File: src/rtl/minor_gauge_pkg.sv
package minor_gauge_pkg;
  typedef enum logic [1:0] {
    SRC_OFF  = 2'b00,
    SRC_HIGH = 2'b01,
    SRC_DAC  = 2'b10
  } amp_src_e;
endpackage

File: src/rtl/minor_code_split.sv
module minor_code_split #(
  parameter int DATA_W  = 10,
  parameter int LEVEL_W = 7
) (
  input  logic [DATA_W-1:0]  word_i,
  output logic               upper_half_o,
  output logic [LEVEL_W-1:0] level_o,
  output logic               guard_ok_o
);
  localparam int HALF_BIT = LEVEL_W;
  localparam int GUARD_W  = DATA_W - LEVEL_W - 1;

  assign upper_half_o = word_i[HALF_BIT];
  // mirror the ramp in the upper half
  assign level_o = word_i[LEVEL_W-1:0] ^ {LEVEL_W{word_i[HALF_BIT]}};

  generate
    if (GUARD_W > 0) begin : g_guard
      assign guard_ok_o = ~|word_i[DATA_W-1:HALF_BIT+1];
    end else begin : g_no_guard
      assign guard_ok_o = 1'b1;
    end
  endgenerate
endmodule

File: src/rtl/minor_amp_mux.sv
module minor_amp_mux
  import minor_gauge_pkg::*;
(
  input  logic     upper_half_i,
  input  logic     enable_i,
  output amp_src_e amp_a_o,
  output amp_src_e amp_b_o
);
  always_comb begin
    if (!enable_i) begin
      amp_a_o = SRC_OFF;
      amp_b_o = SRC_OFF;
    end else if (upper_half_i) begin
      amp_a_o = SRC_HIGH;
      amp_b_o = SRC_DAC;
    end else begin
      amp_a_o = SRC_DAC;
      amp_b_o = SRC_HIGH;
    end
  end
endmodule

File: src/rtl/minor_gauge_decoder.sv
module minor_gauge_decoder
  import minor_gauge_pkg::*;
#(
  parameter int DATA_W  = 10,
  parameter int LEVEL_W = 7
) (
  input  logic               clk_i,
  input  logic               rst_ni,
  input  logic               load_i,
  input  logic [DATA_W-1:0]  data_i,
  input  logic               grp_en_i,
  output logic [1:0]         amp_a_sel_o,
  output logic [1:0]         amp_b_sel_o,
  output logic [LEVEL_W-1:0] dac_code_o
);
  logic               upper_half;
  logic [LEVEL_W-1:0] level;
  logic               guard_ok;
  logic               drive_en;
  amp_src_e           src_a, src_b;

  minor_code_split #(.DATA_W(DATA_W), .LEVEL_W(LEVEL_W)) u_split (
    .word_i      (data_i),
    .upper_half_o(upper_half),
    .level_o     (level),
    .guard_ok_o  (guard_ok)
  );

  assign drive_en = guard_ok & grp_en_i;

  minor_amp_mux u_mux (
    .upper_half_i(upper_half),
    .enable_i    (drive_en),
    .amp_a_o     (src_a),
    .amp_b_o     (src_b)
  );

  always_ff @(posedge clk_i or negedge rst_ni) begin
    if (!rst_ni) begin
      amp_a_sel_o <= SRC_OFF;
      amp_b_sel_o <= SRC_OFF;
      dac_code_o  <= '0;
    end else if (load_i) begin
      amp_a_sel_o <= src_a;
      amp_b_sel_o <= src_b;
      dac_code_o  <= drive_en ? level : '0;
    end
  end

  p_hold_r8: assert property (@(posedge clk_i) disable iff (!rst_ni)
    !load_i |=> ($stable(amp_a_sel_o) && $stable(amp_b_sel_o) && $stable(dac_code_o)));

  p_guard_off_r6: assert property (@(posedge clk_i) disable iff (!rst_ni)
    (load_i && data_i[DATA_W-1:LEVEL_W+1] != '0) |=>
      (amp_a_sel_o == SRC_OFF && amp_b_sel_o == SRC_OFF && dac_code_o == '0));

  p_group_off_r7: assert property (@(posedge clk_i) disable iff (!rst_ni)
    (load_i && !grp_en_i) |=> (amp_a_sel_o == SRC_OFF && amp_b_sel_o == SRC_OFF));

  p_low_half_r4: assert property (@(posedge clk_i) disable iff (!rst_ni)
    (load_i && grp_en_i && data_i[DATA_W-1:LEVEL_W] == '0) |=>
      (amp_a_sel_o == SRC_DAC && amp_b_sel_o == SRC_HIGH && dac_code_o == $past(data_i[LEVEL_W-1:0])));

  p_up_half_r5: assert property (@(posedge clk_i) disable iff (!rst_ni)
    (load_i && grp_en_i && data_i[DATA_W-1:LEVEL_W] == 1) |=>
      (amp_a_sel_o == SRC_HIGH && amp_b_sel_o == SRC_DAC && dac_code_o == ~$past(data_i[LEVEL_W-1:0])));

  p_one_rail_r3: assert property (@(posedge clk_i) disable iff (!rst_ni)
    (amp_a_sel_o != SRC_OFF) |-> (amp_b_sel_o != SRC_OFF && amp_b_sel_o != amp_a_sel_o));
endmodule

File: config.mk
export PLATFORM = sky130hd
export DESIGN_NAME = minor_gauge_decoder
export DESIGN_NICKNAME = d
export VERILOG_FILES = /design/src/rtl/minor_gauge_pkg.sv /design/src/rtl/minor_code_split.sv /design/src/rtl/minor_amp_mux.sv /design/src/rtl/minor_gauge_decoder.sv
export SDC_FILE = /design/constraint.sdc
export NUM_CORES = 1
export LEC_CHECK = 0
export BUFFER_PORTS_ARGS = -buffer_cell sky130_fd_sc_hd__buf_2
export CELL_PAD_IN_SITES_DETAIL_PLACEMENT = 0
export CELL_PAD_IN_SITES_GLOBAL_PLACEMENT = 1
export CORE_AREA = 4 4 47 49
export CTS_BUF_LIST = sky130_fd_sc_hd__clkbuf_8
export DETAILED_ROUTE_END_ITERATION = 16
export DIE_AREA = 0 0 51 53
export GPL_TIMING_DRIVEN = 1
export PLACE_DENSITY = 0.72
export SKIP_CTS_REPAIR_TIMING = 1
export SLEW_MARGIN = 20
export SYNTH_ARGS = -nofsm -noshare
export SYNTH_HDL_FRONTEND = slang
export SYNTH_HIERARCHICAL = 1
export SYNTH_SLANG_ARGS = --single-unit
File: constraint.sdc
create_clock -name clk_i -period 0.8 [get_ports clk_i]
set_input_delay 0.04 -clock clk_i [delete_from_list [all_inputs] [get_ports clk_i]]
set_output_delay 0.04 -clock clk_i [all_outputs]
set_load 0.02 [all_outputs]
# Word level (Yosys, flattened, before mapping)
# Index checks and enable logic that the tools add are counted.
[totals]
regBits = 11
in_bits = 14
out_inout_bits = 11
wordCells = 12
[op_classes]
mux = 5
bitwise = 2
reduce_logical = 2
[ops]
columns = ["op", "n"]
rows = [
  ["2-to-1 mux 2 bit", 4],
  ["2-to-1 mux 7 bit", 1],
  ["XOR 7 bit", 1],
  ["OR reduction 2 bit", 1],
  ["AND 1 bit", 1],
  ["logical NOT 1 bit", 1],
]

# Depth between registers and ports, before layout
# Gate-level depths: netlist of run 1.
[logic_depth]
ltp_word = 4
depth_mapped = 6
depth_no_buf = 5

# By module
# Netlist of run 1, hierarchy kept.
[by_module_without_submodules]
columns = ["mod", "n_inst", "cells_each", "area_each_um2", "seq_area_each_um2"]
rows = [
  ["minor_gauge_decoder", 1, 40, 521.8, 275.3],
  ["minor_code_split", 1, 10, 83.8, 0.0],
  ["minor_amp_mux", 1, 4, 31.3, 0.0],
]

# Worst setup path after synthesis of run 1
# Ideal clock, no wire load.
[synth_path]
kind = "input to register"
from = "in data_i[9]"
to = "reg amp_b_sel_o[0]"
setup_ns = 0.125
arrival_time_ns = 0.937
t_required_ns = 0.675
path_slack_ns = -0.262
cell_stages = 6
path_buffers = 1
cell_sequence = "nor2_1 -> nand2_1 -> inv_1 -> and2b_2 -> buf_4 -> mux2_4"
[synth_via]
elab_chain_len = 4
[synth_lines]
columns = ["item", "line", "source"]
rows = [
  ["from (decl)", "minor_gauge_decoder.sv:10", "input logic [DATA_W-1:0] data_i,"],
  ["OR reduction 2 bit", "minor_code_split.sv:19", "assign guard_ok_o = ~|word_i[DATA_W-1:HALF_BIT+1];"],
  ["logical NOT 1 bit", "minor_code_split.sv:19", ""],
  ["AND 1 bit", "minor_gauge_decoder.sv:29", "assign drive_en = guard_ok & grp_en_i;"],
  ["via drive_en", "minor_gauge_decoder.sv:19", "logic drive_en;"],
  ["2-to-1 mux 2 bit", "minor_amp_mux.sv:10", "if (!enable_i) begin"],
  ["via src_b[0]", "minor_gauge_decoder.sv:20", "amp_src_e src_a, src_b;"],
  ["to (signal assigned)", "minor_gauge_decoder.sv:45", "amp_b_sel_o <= src_b;"],
  ["to (decl)", "minor_gauge_decoder.sv:13", "output logic [1:0] amp_b_sel_o,"],
]
# The timed path passes the listed nets, and every way through them passes these cells.
# A chain may end at the register's enable or synchronous reset.

# Worst setup path after layout of run 1
[layout_path]
from = "reg amp_a_sel_o[1]"
to = "out amp_a_sel_o[1]"
[layout_lines]
columns = ["item", "line", "source"]
rows = [
  ["from (decl)", "minor_gauge_decoder.sv:12", "output logic [1:0] amp_a_sel_o,"],
  ["from (signal assigned)", "minor_gauge_decoder.sv:44", "amp_a_sel_o <= src_a;"],
]
# No word-level cell between the ends.

==> results of run 1 <==
==> synth_stat cells <==
library cell  number
nand2_2            3
mux2_4             4
xor2_1             7
buf_6              2
inv_1              8
nand2_1            5
and2_2             1
buf_4              3
and2b_2            1
o22ai_2            7
buf_12             1
nor2_1             1
dfrtp_1           11
==> registers in the layout (all words and copies together) (netlist names) <==
register	flops
amp_b_sel_o	2
amp_a_sel_o	2
dac_code_o	7
==> per-stage QoR <==
stage,power [W],std cells
2_1_floorplan,0.000778,54
3_3_place_gp,0.000848,103
3_5_place_dp,0.000853,103
4_1_cts,0.00139,107
5_1_grt,0.00150,112
6_report,0.00142,112
==> per-layer routing <==
metal	up-vias	track usage
met5	-	0
met4	0	0.0942
met3	2	0.0169
met2	12	0.161
met1	206	0.113
li1	229	-
==> power groups by stage <==
stage | clock [W] | sequential, W | combinational (W)
2_1_floorplan | 0 | 0.000629 | 0.000149
3_3_place_gp | 0 | 0.000601 | 0.000247
5_1_grt | 0.000580 | 0.000600 | 0.000316
6_report | 0.000527 | 0.000598 | 0.000290
4_1_cts | 0.000547 | 0.000593 | 0.000252
3_5_place_dp | 0 | 0.000602 | 0.000252
==> cells by family after synthesis <==
| logic type | count (synthesis) |
|---|---|
| and+or+nand+nor | 11 |
| muxes | 4 |
| AOI/OAI and AO/OA | 7 |
| buffers and inverters | 14 |
| xor gates and xnor gates | 7 |
| DFF | 11 |
==> cell type report <==
class / instances / area, um^2 / area share
Multi-Input combinational cell: 29 / 282 / 0.304
Clock buffer: 3 / 41.3 / 0.0445
Clock inverter: 1 / 3.75 / 0.00405
Inverter: 8 / 30.0 / 0.0324
Sequential cell: 11 / 278 / 0.300
Tap cell: 27 / 33.8 / 0.0364
Timing Repair Buffer: 33 / 259 / 0.279
==> how the worst max path moves through the flow <==
| stage | from | slack, ns | depth (start not counted) | end |
|---|---|---|---|---|
| 2_1_floorplan | data_i[9] | -0.06 | 6 | amp_b_sel_o[0] |
| 4_1_cts | amp_a_sel_o[1] | -0.04 | 1 | amp_a_sel_o[1] |
| 3_5_place_dp | data_i[9] | -0.03 | 6 | amp_a_sel_o[1] |
| 6_report | amp_a_sel_o[1] | -0.02 | 1 | amp_a_sel_o[1] |
| 5_1_grt | amp_a_sel_o[1] | -0.05 | 1 | amp_a_sel_o[1] |
| 3_3_place_gp | data_i[9] | -0.02 | 6 | amp_a_sel_o[1] |
==> out/metrics.cfg, run 1 <==
[yosys]
synth-xor-area-share = 0.0963
synthCells = 54
synth_fa_ha_area_frac = 0
synth_cell_types = 13
synth_top_family_by_area = buffers and inverters
synth-compound-area-share = 0.138
synth.avg_cell_area_um2 = 11.8
synth-seq-area-share = 0.432
synth_seq_cells = 11
synthSimpleGateAreaFrac = 0.0904
synth_area_leaders = dfrtp_1 (43%), o22ai_2 (14%), xor2_1 (9.6%)
syn-num-nets = 68
synth_warnings = 6
synth_top_area_frac = 0.432
synth_mux_area_frac = 0.0943
netlist_area_um2 = 637
yosys.area.top_type = dfrtp_1

[die]
design.die.area_um2 = 2700
start_util = 0.342
core_area_um2 = 1860
rows = 16
die_h_um = 53
io_pins = 25
die_w_um = 51

[setup_path]
critical_path.top_delay_family = flip-flops
worstSetupPathType = reg2out
r2r-end = amp_a_sel_o[1]
cp_slowest_cell = dfrtp_2
cp-end-kind = primary output
rrSetupSlack_ns = 0
start_kind = flop
arrival_ns = 0.78
critPathRequiredTime_ns = 0.76
crit_chain = buf_6
critPathMaxFanout = 2
slowest_delay_ns = 0.41
rr_startpoint = amp_a_sel_o[1]
cp_num_buf_inv = 1
r2r_cells = 1

[sta]
final_max_slew_viol_count = 0
fmax_ghz = 1.23
finalCriticalPeriod_ns = 0.816
max_slew.worst_pin.slew_ns = 0.252
skew_ns = 0
rsz0062_at_grt = yes
layout_setup_ws_ns = -0.0160
hold_ws_ns = 0.0984
maxSlewHeadroom = 0.832
period_share = 1.02
setup_tns_ns = -0.0384
hold_violations = 0
setup_viol = 4

[run]
maxCapViolCount = 0

[pwr]
switching_power_w = 0.000350
p_int_w = 0.00106
netSwitchingFraction = 0.248
pwr-share-comb = 0.205
cellPowerDensity_nw_per_um2 = 1530
clkPwrFrac = 0.372
ir_worst_vdd_mv = 0.687
p_seq_frac = 0.423
leakagePower_nw = 0.467

[detailed_routing]
dr_wl_met2_um = 661
top_layer_used = met4
routed_wl_mm = 1.28
wl_met3_um = 39
dr.first_iter.drc_count = 5
met1Wirelength_um = 546
viasPerCell = 4.01
ant_nets = 0
vias = 449
routedWlPerCell_um = 11.4
first_pass_iters = 3
drc = 0

[hold_path]
holdPathEnd = dac_code_o[5]
min_path_cells = 4
hp-class = in2reg
hold_path_startpoint = data_i[5]

[status]
status = finished, violations left
violations = negative setup slack

[finish]
finalNetCount = 100
utilization = 0.498
antennaDiodeCount = 0
final_cell_mix = buf_2 (13), buf_6 (11), dfrtp_1 (9)
fillers = 185
final_common_cell = buf_2
area.growth.synth_to_final_pct = 45.6
drive_gt1_frac = 0.659
final_cell_area_um2 = 927

[global_routing]
grt_max_degree = 12
grt_pass1_wl_mm = 1.91
antenna_found_initial = 0
grt_pass1_vias = 437
grt-ovfl-total = 0
grt_usage = 0.100

[placed_design]
port_buffers = 24
place_hpwl_um = 977
dpl_cell_area_um2 = 773
place_congestion = 0.675
pre_cts_slack_ns = -0.0303

[clock_tree]
cts_buffers = 3
cts_root_buf = clkbuf_8
cts_tree = done
clk_pin_slew_ns = 0.05
clk_latency_ns = 0.23
clock_path_buffers = 2
h-tree-depth = 1
clock-sinks = 11

Note: power is estimated with default switching activity, not from simulation.
==> run 2, diff against run 1 <==
CORE_AREA = 2 2 45 47   (was 4 4 47 49)
DIE_AREA = 0 0 47 49   (was 0 0 51 53)
==> run 2 against run 1 <==
Effect of this change:
- the run still ends with negative setup slack left
- routed wire length fell by 5.7%
- cell count shrank 0.89%
- first-iteration DRC count decreased by 20%
- critical endpoint is now amp_b_sel_o[0]
- clock power is essentially flat
- worst hold slack gained 0.0013 ns
- global-route usage rose by 2.3 points
- register-to-register slack is essentially flat
- via count grew 1.1%
- total power is 0.22% lower
- clock skew unchanged
- worst setup slack barely moved
- flip-flop and latch count is the same
==> out/metrics.cfg, run 2 (synthesized netlist as in run 1, its figures left out) <==
[status]
status = finished, violations left
violations = negative setup slack

[finish]
fillers = 191  ; +3.2%
finalNetCount = 99  ; -1.0%
largest_register_ffs = 7  ; unchanged
drive_gt1_frac = 0.655  ; -0.00406
final_cell_area_um2 = 920  ; -0.81%
area.growth.synth_to_final_pct = 44.4
final_cell_mix = buf_2 (13), buf_6 (11), dfrtp_1 (9)
largest_register = dac_code_o
final_common_cell = buf_2
antennaDiodeCount = 0  ; unchanged
top_regs = dac_code_o (7), amp_a_sel_o (2), amp_b_sel_o (2)

[pwr]
switching_power_w = 0.000350  ; -0.26%
leakagePower_nw = 0.461  ; -1.3%
p_int_w = 0.00106  ; -0.20%
cellPowerDensity_nw_per_um2 = 1540  ; +0.60%
ir_worst_vdd_mv = 0.925  ; +35%
p_seq_frac = 0.423  ; about the same
clkPwrFrac = 0.373  ; about the same
netSwitchingFraction = 0.248  ; about the same
pwr-share-comb = 0.203  ; -0.002

[global_routing]
grt_usage = 0.124  ; +0.0235
grt_pass1_wl_mm = 2.06  ; +8.0%
grt-ovfl-total = 0  ; unchanged
grt_max_degree = 12  ; unchanged
antenna_found_initial = 0  ; unchanged
grt_pass1_vias = 473  ; +8.2%

[sta]
layout_setup_ws_ns = -0.0156  ; +0.000420 ns
setup_viol = 4  ; unchanged
rsz0062_at_grt = yes
hold_ws_ns = 0.0997  ; +0.00126 ns
max_slew.worst_pin.slew_ns = 0.249  ; -0.00330 ns
final_max_slew_viol_count = 0  ; unchanged
hold_violations = 0  ; unchanged
period_share = 1.02  ; about the same
setup_tns_ns = -0.0386  ; -0.000265 ns
maxSlewHeadroom = 0.834  ; +0.00220
skew_ns = 0  ; unchanged
finalCriticalPeriod_ns = 0.816  ; -0.000420 ns
fmax_ghz = 1.23  ; about the same

[detailed_routing]
drc = 0  ; unchanged
viasPerCell = 4.09  ; +2.0%
vias = 454  ; +1.1%
routed_wl_mm = 1.21  ; -5.7%
first_pass_iters = 2  ; -1
routedWlPerCell_um = 10.9  ; -4.9%
ant_nets = 0  ; unchanged
dr.first_iter.drc_count = 4  ; -1

[die]
core_area_um2 = 1840  ; -1.1%
io_pins = 25  ; unchanged
start_util = 0.346  ; +0.00372
die_w_um = 47  ; -7.8%
design.die.area_um2 = 2300  ; -15%
rows = 16  ; unchanged
die_h_um = 49  ; -7.5%

[setup_path]
start_kind = flop
slowest_delay_ns = 0.40  ; about the same
crit_chain = buf_6
cp-end-kind = primary output
critical_path.top_delay_family = flip-flops
critPathRequiredTime_ns = 0.76  ; about the same
crit_start = amp_b_sel_o[0]
cp_num_buf_inv = 1  ; unchanged
cp_slowest_cell = dfrtp_1
rr_startpoint = amp_a_sel_o[0]
worstSetupPathType = reg2out
critPathMaxFanout = 2  ; unchanged
arrival_ns = 0.78  ; about the same

[placed_design]
place_congestion = 0.730  ; +8.1%
place_hpwl_um = 951  ; -2.6%
dpl_cell_area_um2 = 781  ; +0.97%
port_buffers = 24  ; unchanged
pre_cts_slack_ns = -0.0269  ; +0.00345 ns

[clock_tree]
clock-sinks = 11  ; unchanged
clk_pin_slew_ns = 0.05  ; about the same
cts_buffers = 3  ; unchanged
clk_latency_ns = 0.23  ; about the same
cts_tree = done
cts_root_buf = clkbuf_8
h-tree-depth = 1  ; unchanged
clock_path_buffers = 2  ; unchanged

[hold_path]
hold_path_startpoint = data_i[3]
hp-class = in2reg

[run]
maxCapViolCount = 0  ; unchanged

==> run 2: changes by cell type in the layout (fill, tap and decap cells not counted), sizes merged <==
cell | previous run | this run
buf | 32 | 31
==> run 2: power groups by stage <==
stage	Sequential, W	Combinational, W	Clock [W]
final	0.000598	0.000287	0.000527
after global routing	0.000600	0.000313	0.000567
after CTS	0.000593	0.000255	0.000545
after floorplan	0.000629	0.000149	0
after global placement	0.000601	0.000250	0
after detailed placement	0.000602	0.000255	0
==> run 2: layout make-up <==
class,count,area [um^2],area share
Inverter,8,30.0,0.0327
Timing Repair Buffer,32,251,0.273
Multi-Input combinational cell,29,282,0.306
Clock inverter,1,3.75,0.00408
Tap cell,27,33.8,0.0367
Sequential cell,11,278,0.302
Clock buffer,3,41.3,0.0449
==> run 2: tightest hold or removal path, delay by kind of cell <==
family | cells | cell delay, ns
AND/OR/NAND/NOR | 1 | 0.06
buffers and inverters | 1 | 0.08
XOR/XNOR | 1 | 0.06
AO/OA/AOI/OAI | 1 | 0.05
==> run 2: layer usage <==
metal / vias to the layer above / track usage / part of all wire
met5: - / 0 / 0
met4: 0 / 0.0556 / 0.017
met3: 2 / 0.0111 / 0.023
met2: 11 / 0.210 / 0.53
met1: 214 / 0.152 / 0.43
li1: 227 / - / -
==> run 2: through the flow <==
stage	std cells	total power [W]	utilization
2_1_floorplan	54	0.000778	-
3_3_place_gp	104	0.000851	0.424
3_5_place_dp	104	0.000857	0.424
4_1_cts	108	0.00139	0.448
5_1_grt	111	0.00148	0.499
6_report	111	0.00141	0.499
==> run 2: final timing paths <==
path	end	slack, ns	depth (start not counted)
max	amp_b_sel_o[0]	-0.02	1
min	dac_code_o[3]	0.1	4
max reg2reg	amp_a_sel_o[0]	0.01	1
min reg2reg	amp_a_sel_o[1]	0.53	1
max in group asynchronous	amp_a_sel_o[1]	0.37	2
min in group asynchronous	amp_b_sel_o[1]	0.21	2
==> run 3, diff against run 2 <==
ABC_AREA = 1   (was not set)
CORE_AREA = 2 2 46 48   (was 2 2 45 47)
DIE_AREA = 0 0 48 50   (was 0 0 47 49)
PLACE_DENSITY = 0.74   (was 0.72)
==> run 3 against run 2 <==
Effect of this change:
- the run now ends clean
- sequential share of layout area up 1.5 points
- worst hold slack better by 0.023 ns
- utilization down 4.3 points
- critical endpoint is now dac_code_o[2]
- largest power group unchanged
==> out/metrics.cfg, run 3 <==
[status]
status = complete, no violations

[pwr]
leakagePower_nw = 0.522  ; +13%
ir_worst_vdd_mv = 0.505  ; -45%
cellPowerDensity_nw_per_um2 = 1560  ; +1.3%

[detailed_routing]
first_pass_iters = 4  ; +2
dr.first_iter.drc_count = 4  ; unchanged
viasPerCell = 3.85  ; -5.8%
vias = 547  ; +20%
routed_wl_mm = 1.24  ; +2.7%
routedWlPerCell_um = 8.73  ; -20%
ant_nets = 0  ; unchanged
drc = 0  ; unchanged

[yosys]
synthCells = 87  ; +61%
netlist_area_um2 = 602  ; -5.5%
synth_top_area_frac = 0.457  ; +0.0252
synth-compound-area-share = 0.0644  ; -0.0731
synth_cell_types = 11  ; -2
synth_top_family_by_area = simple AND/OR/NAND/NOR gates
netlist_top_cells_count = nand2_1 (49), dfrtp_1 (11), inv_1 (11)
synth-seq-area-share = 0.457  ; +0.0252
ys_async_sr_fraction = 1.00  ; unchanged
yosys.area.top_type = dfrtp_1
synth_fa_ha_area_frac = 0  ; unchanged
synth_ff_type = dfrtp_1
synthSimpleGateAreaFrac = 0.322  ; +0.232
syn-num-nets = 101  ; +49%
synth.avg_cell_area_um2 = 6.92  ; -41%
synth_seq_cells = 11  ; unchanged
synth-xor-area-share = 0  ; -0.0963
yosysMostFrequentCell = nand2_1
synth_edf_count = 0  ; unchanged
synth_mux_area_frac = 0  ; -0.0943
synth_warnings = 6  ; unchanged
synth_area_leaders = dfrtp_1 (46%), nand2_1 (31%), inv_1 (6.9%)

[setup_path]
cp_slowest_cell = dfrtp_1
start_kind = flop
critical_path.top_delay_family = flip-flops
worstSetupPathType = reg2out
critPathRequiredTime_ns = 0.76  ; about the same
crit_chain = buf_6
slowest_delay_ns = 0.39  ; about the same
cp_num_buf_inv = 1  ; unchanged
arrival_ns = 0.76  ; -0.02 ns
cp-end-kind = primary output
critPathMaxFanout = 2  ; unchanged

[sta]
finalCriticalPeriod_ns = 0.798  ; -0.0177 ns
skew_ns = 0  ; unchanged
setup_viol = 0  ; -4
maxSlewHeadroom = 0.789  ; -0.0447
max_slew.worst_pin.slew_ns = 0.316  ; +0.0666 ns
rsz0062_at_grt = yes
fmax_ghz = 1.25  ; +2.2%
hold_violations = 0  ; unchanged
final_max_slew_viol_count = 0  ; unchanged
hold_ws_ns = 0.123  ; +0.0232 ns
period_share = 0.997  ; -0.0222

[finish]
antennaDiodeCount = 0  ; unchanged
area.growth.synth_to_final_pct = 44.3  ; about the same
largest_register_ffs = 7  ; unchanged
final_cell_mix = nand2_1 (49), buf_2 (13), inv_1 (12)
fin_cells = 142  ; +28%
fillers = 210  ; +9.9%
finalNetCount = 130  ; +31%
drive_gt1_frac = 0.304  ; -0.350
top_regs = dac_code_o (7), amp_a_sel_o (2), amp_b_sel_o (2)
largest_register = dac_code_o
final_common_cell = nand2_1

[global_routing]
grt-ovfl-total = 0  ; unchanged
grt_usage = 0.117  ; -0.00681
grt_max_degree = 12  ; unchanged
grt_pass1_vias = 484  ; +2.3%
grt_pass1_wl_mm = 2.01  ; -2.4%
antenna_found_initial = 0  ; unchanged

[die]
io_pins = 25  ; unchanged
design.die.area_um2 = 2400  ; +4.2%
rows = 16  ; unchanged
die_w_um = 48  ; +2.1%
start_util = 0.316  ; -0.0293
core_area_um2 = 1900  ; +3.3%
die_h_um = 50  ; +2.0%

[clock_tree]
clock_path_buffers = 2  ; unchanged
cts_buffers = 3  ; unchanged
clk_pin_slew_ns = 0.05  ; about the same
h-tree-depth = 1  ; unchanged
cts_tree = done
cts_root_buf = clkbuf_8
clk_latency_ns = 0.23  ; about the same
clock-sinks = 11  ; unchanged

[hold_path]
hp-class = in2reg

[placed_design]
port_buffers = 24  ; unchanged
place_congestion = 0.690  ; -5.4%
placedCellCount = 134  ; +29%
place_hpwl_um = 933  ; -2.0%

[run]
maxCapViolCount = 0  ; unchanged

-- run 3: path summary, 6_finish.rpt --
kind | slack (ns) | startpoint | cells after the start | to
min | 0.12 | grp_en_i | 3 | dac_code_o[6]
max reg2reg | 0.04 | dac_code_o[6] | 3 | dac_code_o[6]
max in group asynchronous | 0.39 | rst_ni | 2 | dac_code_o[0]
min reg2reg | 0.49 | amp_b_sel_o[0] | 2 | amp_b_sel_o[0]
min in group asynchronous | 0.21 | rst_ni | 2 | amp_a_sel_o[1]
max | 0.002 | dac_code_o[2] | 1 | dac_code_o[2]
-- run 3: through the flow --
| stage | area (um^2) | power (W) | worst slack (ns) | util | setup TNS, ns |
|---|---|---|---|---|---|
| floorplan | 602 | 0.000722 | 0.0574 | - | 0 |
| global placement | 722 | 0.000793 | 0.0790 | 0.380 | 0 |
| detailed placement | 722 | 0.000795 | 0.0700 | 0.380 | 0 |
| CTS | 767 | 0.00134 | -0.0201 | 0.403 | -0.120 |
| global route | 868 | 0.00145 | -0.0362 | 0.457 | -0.249 |
| finish | 868 | 0.00135 | 0.00212 | 0.457 | 0 |
-- run 3: layer usage --
| metal | global-route usage | part of all wire | vias up | wire [um] |
|---|---|---|---|---|
| met4 | 0.0541 | 0 | 0 | 0 |
| met1 | 0.161 | 0.50 | 229 | 626 |
| met3 | 0.0220 | 0.022 | 0 | 27 |
| li1 | - | - | 308 | - |
| met2 | 0.171 | 0.47 | 10 | 586 |
| met5 | 0 | 0 | - | 0 |
-- run 3: layout make-up --
class	count	area, um^2	share of cell area
Clock inverter	1	3.75	0.00432
Multi-Input combinational cell	58	233	0.268
Sequential cell	11	275	0.317
Inverter	12	45.0	0.0519
Clock buffer	3	41.3	0.0476
Timing Repair Buffer	30	236	0.272
Tap cell	27	33.8	0.0389
-- run 3: kinds of logic (layout without fill, tap and decap cells) --
| kind of cell | after synthesis | count (layout) |
|---|---|---|
| simple gates | 51 | 51 |
| buf+inv | 18 | 46 |
| compound gates | 7 | 7 |
| flops | 11 | 11 |
-- run 3: power breakdown --
part	internal (W)	leakage (nW)	switching [W]	total, W
combinational	0.000104	0.344	0.000127	0.000232
clock	0.000335	0.0269	0.000192	0.000527
sequential	0.000578	0.151	0.0000140	0.000591
